===== config.mk =====
export PLATFORM = sky130hd
export DESIGN_NAME = traffic_xing_ctrl
export DESIGN_NICKNAME = d
export VERILOG_FILES = /design/src/rtl/traffic_xing_ctrl.sv
export SDC_FILE = /design/constraint.sdc
export NUM_CORES = 1
export LEC_CHECK = 0
export BUFFER_PORTS_ARGS = -buffer_cell sky130_fd_sc_hd__buf_4
export CAP_MARGIN = 20
export CELL_PAD_IN_SITES_DETAIL_PLACEMENT = 1
export CELL_PAD_IN_SITES_GLOBAL_PLACEMENT = 1
export CORE_AREA = 5 5 42 44
export CTS_BUF_LIST = sky130_fd_sc_hd__clkbuf_8
export DETAILED_ROUTE_END_ITERATION = 7
export DIE_AREA = 0 0 47 49
export PLACE_DENSITY = 0.65
export SLEW_MARGIN = 20
export SYNTH_ARGS = -nofsm -noshare
export SYNTH_HDL_FRONTEND = slang
export SYNTH_SLANG_ARGS = --single-unit

===== constraint.sdc =====
create_clock -name clk -period 1.7 [get_ports clk]
set_input_delay 0.255 -clock clk [delete_from_list [all_inputs] [get_ports clk]]
set_output_delay 0.255 -clock clk [all_outputs]
set_load 0.05 [all_outputs]

===== src/rtl/traffic_xing_ctrl.sv =====
module traffic_xing_ctrl #(
  parameter int YELLOW_CYCLES = 3,
  parameter int MIN_GREEN     = 4
) (
  input  logic       clk,
  input  logic       rst,
  input  logic       car_a,
  input  logic       car_b,
  output logic [1:0] light_a,
  output logic [1:0] light_b
);
  localparam int CMAX = (YELLOW_CYCLES > MIN_GREEN) ? YELLOW_CYCLES : MIN_GREEN;
  localparam int CW   = $clog2(CMAX + 1);
  localparam logic [CW-1:0] YLAST = CW'(YELLOW_CYCLES - 1);
  localparam logic [CW-1:0] GLAST = CW'(MIN_GREEN - 1);
  localparam logic [CW-1:0] CTOP  = CW'(CMAX - 1);

  logic [1:0]    st, st_nx;
  logic [CW-1:0] cnt;

  wire green_done  = cnt >= GLAST;
  wire yellow_done = cnt == YLAST;

  always_comb begin
    st_nx = st;
    case (st)
      2'b00: if (!car_a && green_done) st_nx = 2'b01;
      2'b01: if (yellow_done)          st_nx = 2'b10;
      2'b10: if (!car_b && green_done) st_nx = 2'b11;
      2'b11: if (yellow_done)          st_nx = 2'b00;
      default: st_nx = 2'b00;
    endcase
  end

  always_ff @(posedge clk or posedge rst) begin
    if (rst) begin
      st  <= 2'b00;
      cnt <= '0;
    end else begin
      st <= st_nx;
      if (st_nx != st)     cnt <= '0;
      else if (cnt < CTOP) cnt <= cnt + 1'b1;
    end
  end

  assign light_a = {st[1], ~st[1] & st[0]};
  assign light_b = {~st[1], st[1] & st[0]};
endmodule


# == Yosys cells after proc, flatten, opt, wreduce, memory -nomap -nowiden ==
# Cells that the tools add are included.
# classes
n_addsub,1
reduce_logical,6
n_bitwise,3
n_div,0
order_cmp,2
n_mul,0
n_mux,7
eq_ne,5
shifts,0
# op_table
cell,count
$mux W2,4
$pmux W2 S4,1
$mux W3,2
$eq A2 B2 Y1 const B,2
$add A3 B1 Y3 const B,1
$eq A3 B2 Y1 const B,1
$ge A3 B2 Y1 const B,1
$lt A3 B2 Y1 const B,1
$and A1 B1 Y1,2
$eq A2 B1 Y1 const B,1
$logic_and A1 B1 Y1,2
$logic_not A1 Y1,2
$logic_not A2 Y1,1
$ne A2 B2 Y1,1
$reduce_bool A2 Y1,1
$not A1 Y1,1
# word_totals
mem_count,0
wordCells,26
register_bits,5
latch_bits,0
ramBits,0
rom_bits,0

# == Depth between registers and ports, before layout ==
# depth
word_depth,6
depth_mapped,5
depth_no_buf,5

# == Least setup slack after synthesis ==
# No wires, ideal clock.
# synth_timing
path_type,register to register
startpoint,register cnt[0]
endpoint,register st[0]
n_path_buf,0
stages_incl_launch_ff,6
arrival_ns,1.374
synth_period_minus_slack_ns,1.492
setup_ns,0.119
path_slack_ns,0.208
required_ns,1.581
path_cell_list,dfrtp_1 > ha_1 > ha_1 > a211o_1 > nor2b_1 > o21a_1
# synth_via
elab_chain_cells,4
word_cells_on_any_way,9
# synth_rtl
element,line,source
start: declaration,19,logic [CW-1:0] cnt;
start signal: assignment,42,else if (cnt < CTOP) cnt <= cnt + 1'b1;
$ge A3 B2 Y1,21,wire green_done = cnt >= GLAST;
"$logic_and A1 B1 Y1, on equally long branches","29, 27",
"$mux W2, on equally long branches","29, 27",
$pmux W2 S4 *,26,case (st)
net st_nx[0],18,"logic [1:0] st, st_nx;"
end signal: assignment,40,st <= st_nx;
end: declaration,18,
# Mark *: on every way through the listed nets, which the timed path passes. The rest lies on a longest branch.
# A chain may end at the register's enable or synchronous reset.

# == Worst setup path after layout ==
# Ends and elaborated chain as after synthesis.

==> flow_summary_export.csv <==
group,metric,value,unit
run_status,status,"finished clean",
global_routing,antenna_found_initial,0,
place,place.gp.congestion,0.7222,
critical_path,cp-start-kind,"flip-flop",
sta,clock_skew,5.118,ps
clock_tree,cts-root-buf,"clkbuf_8",
sta,max_slew_margin,0.8487,
hold_path,hold_path_end,"cnt[1]",
sta,slew_viol_final,0,
floorplanning,die-area,0.002303,mm²
synth,yosys-top-cells-area,"dfrtp_1 (38%), ha_1 (11%), a21oi_1 (4.5%)",
hold_path,worstHoldStart,"car_b",
clock_tree,clk_pin_slew,40,ps
critical_path,path_max_fanout,3,
sta,period_needed,1494,ps
floorplanning,initial_core_util,0.2357,
detailed_routing,viasPerCell,4.710,
clock_tree,cts_setup_buffers,0,
detailed_routing,first_iter_violations,0,
floorplanning,io_pins,8,
global_routing,grt_usage,0.09443,
global_routing,grt_pass1_wl,1338,µm
clock_tree,htreeDepth,1,
final_layout,area_growth,40.91,%
detailed_routing,dr.pass1.iters,1,
synth,syn_area,330.3,µm²
final_layout,nets,54,
power_and_ir_drop,power_density,2199,mW/mm²
critical_path,worstPathRequired,1810,ps
power_and_ir_drop,p_total,1.023,mW
critical_path,path_cells,"ha_1 > ha_1 > a211o_1 > nor2b_1 > o21a_1",
sta,finalSetupTns,0,ps
synth,ys_types,19,
hold_path,hold_class,"in -> reg",
synth,synthArstFlopShare,1.000,
critical_path,r2r-end,"st[0]",
floorplanning,fp.dieH,49,µm
synth,ys.flop_type,"dfrtp_1",
place,portBuffers,7,
power_and_ir_drop,pwr-share-seq,0.230,
synth,synthTopCellsByCount,"dfrtp_1 (5), inv_1 (4), a21oi_1 (3), ha_1 (3), o21ai_0 (3)",
synth,synth_top_area_cell,"dfrtp_1",
critical_path,cpMaxStageDelayCell,"dfrtp_1",
detailed_routing,drt-total-wl,840,µm
detailed_routing,vias,292,
critical_path,worst_ep_arrival_time,1610,ps
place,place_area,410.4,µm²
place,dp.cells,57,
sta,fmax,669.4,MHz
floorplanning,design.core.area,0.001401,mm²
synth,seq_area_frac_synth,0.3788,
clock_tree,clk_latency,230,ps
sta,setup_viol,0,
critical_path,critPathKind,"reg -> reg",
synth,synth_edf_count,0,
final_layout,final_cells,62,
final_layout,seq_area,125.1,µm²
global_routing,grt_max_degree,9,
critical_path,crit_family,"compound AO/OA/AOI/OAI gates",
critical_path,end_kind,"flip-flop",
detailed_routing,drtAntennaViolNets,0,
floorplanning,die-width,47,µm
clock_tree,cts_buffers,3,
clock_tree,clkSinkCount,5,
final_layout,drive_gt1_frac,0.3913,
power_and_ir_drop,p_switching,0.4657,mW
critical_path,worst-r2r-setup-slack,210,ps
power_and_ir_drop,combPwrFrac,0.552,
clock_tree,cts.path.max_buffers,2,
critical_path,cp_num_buf_inv,0,
synth,syn_nets,40,
critical_path,slowest_delay,380,ps
synth,synth_warnings,0,
critical_path,reg2reg_from,"cnt[0]",
power_and_ir_drop,p_leak,0.2266,nW
final_layout,antennaDiodeCount,0,
final_layout,multi_input_area,182.7,µm²
hold_path,min_path_cells,4,
power_and_ir_drop,peakVddDrop,0.7428,mV
sta,max_slew.worst_pin.slew,227.0,ps
synth,synth_area_per_cell,10.01,µm²
place,dp_hpwl,654.9,µm
synth,syn_inst,33,
critical_path,path_common_cell,"ha_1",
detailed_routing,wire_per_inst,13.55,µm
synth,synth.most_common_cell,"dfrtp_1",
synth,synth_seq_cells,5,
job,drv_cap,0,
sta,hold_viol,0,
critical_path,reg2reg_depth,5,
global_routing,grt_remaining_overflow,0,
power_and_ir_drop,netSwitchingFraction,0.4551,
sta,rsz0062_at_grt,"false",
final_layout,fill_cells,166,
clock_tree,cts_tree,"yes",
sta,post-route-period-util,0.8787,
power_and_ir_drop,internal_power,0.5577,mW
final_layout,finalInstanceArea,465.4,µm²
clock_tree,ctsResizeCount,0,
floorplanning,rows,14,
synth,synth_top_area_frac,0.3788,
power_and_ir_drop,pwr-share-clk,0.218,
detailed_routing,drc_errors,0,
global_routing,grt_pass1_vias,297,
==> power by group through the flow <==
stage	clock (mW)	sequential [mW]	combinational [mW]
3_5_place_dp	0	0.238	0.570
5_1_grt	0.242	0.249	0.615
4_1_cts	0.233	0.237	0.572
3_3_place_gp	0	0.232	0.564
2_1_floorplan	0	0.240	0.398
6_report	0.223	0.236	0.565
==> worst max path at each step <==
stage | startpoint | to | slack (ps) | cells past startpoint
finish | cnt[0] | st[0] | 210 | 5
global route | cnt[2] | st[0] | 150 | 5
global placement | cnt[2] | st[0] | 230 | 5
floorplan | cnt[0] | st[0] | 210 | 5
CTS | cnt[0] | st[0] | 200 | 5
detailed placement | cnt[0] | st[0] | 200 | 5
==> area by class of cell <==
cell class | instances | share of cell area
Clock inverter | 1 | 0.008065
Timing Repair Buffer | 10 | 0.1667
Sequential cell | 5 | 0.2688
Clock buffer | 3 | 0.08871
Multi-Input combinational cell | 23 | 0.3925
Inverter | 4 | 0.03226
Tap cell | 16 | 0.04301
==> tightest hold or removal path: stages <==
cell and delay [ps]:
buf_4 80, mux2_4 150, nor2_2 50, a21oi_1 120
==> registers in the layout (all words and copies together), names as in the netlist <==
register / flops
cnt: 3
st: 2
==> cell families after synthesis <==
family / Yosys count / synth area share
AOI/OAI and AO/OA: 11 / 0.2272
xor gates and xnor gates: 1 / 0.02652
adders and majority gates: 3 / 0.1136
buffers and inverters: 5 / 0.06818
DFF: 5 / 0.3788
muxes: 1 / 0.04544
and+or+nand+nor: 7 / 0.1402
==> metrics by stage <==
stage,setup WS (ps),util,hold slack [ps]
2_1_floorplan,207.6,-,33.52
3_3_place_gp,233.3,0.2929,167.8
3_5_place_dp,197.4,0.2929,187.1
4_1_cts,197.9,0.3321,479.7
5_1_grt,149.5,0.3321,505.5
6_report,206.2,0.3321,474.0
==> cell usage in the layout (no fill, tap or decap) <==
cell           Yosys  routed
dfrtp_1            5       5
buf_4              1       9
nor2_1             1       1
clkbuf_8           0       3
dlygate4sd3_1      0       1
or2_2              1       1
a221oi_2           1       1
nand3b_1           1       1
ha_1               3       3
and2b_2            1       1
xnor2_1            1       1
o21a_1             2       2
a211o_1            1       1
inv_1              4       5
a21oi_1            3       3
nor2b_1            1       1
nor2_2             1       1
o21ai_0            3       3
o22ai_1            1       1
mux2_4             1       1
and2_2             1       1
==> metal layers <==
metal | vias to the layer above | global-route usage | wire [µm]
li1 | 139 | - | -
met3 | 4 | 0.04428 | 58
met4 | 0 | 0.1244 | 54
met2 | 11 | 0.1335 | 422
met5 | - | 0 | 0
met1 | 138 | 0.07930 | 304
==> what timing repair did <==
item | in CTS | in global routing
endpoints found under the hold margin | 5 | 0
hold buffers | 1 | 0
endpoints found under the setup margin | 0 | 0
No activity file was read; power rests on OpenSTA's default activity.
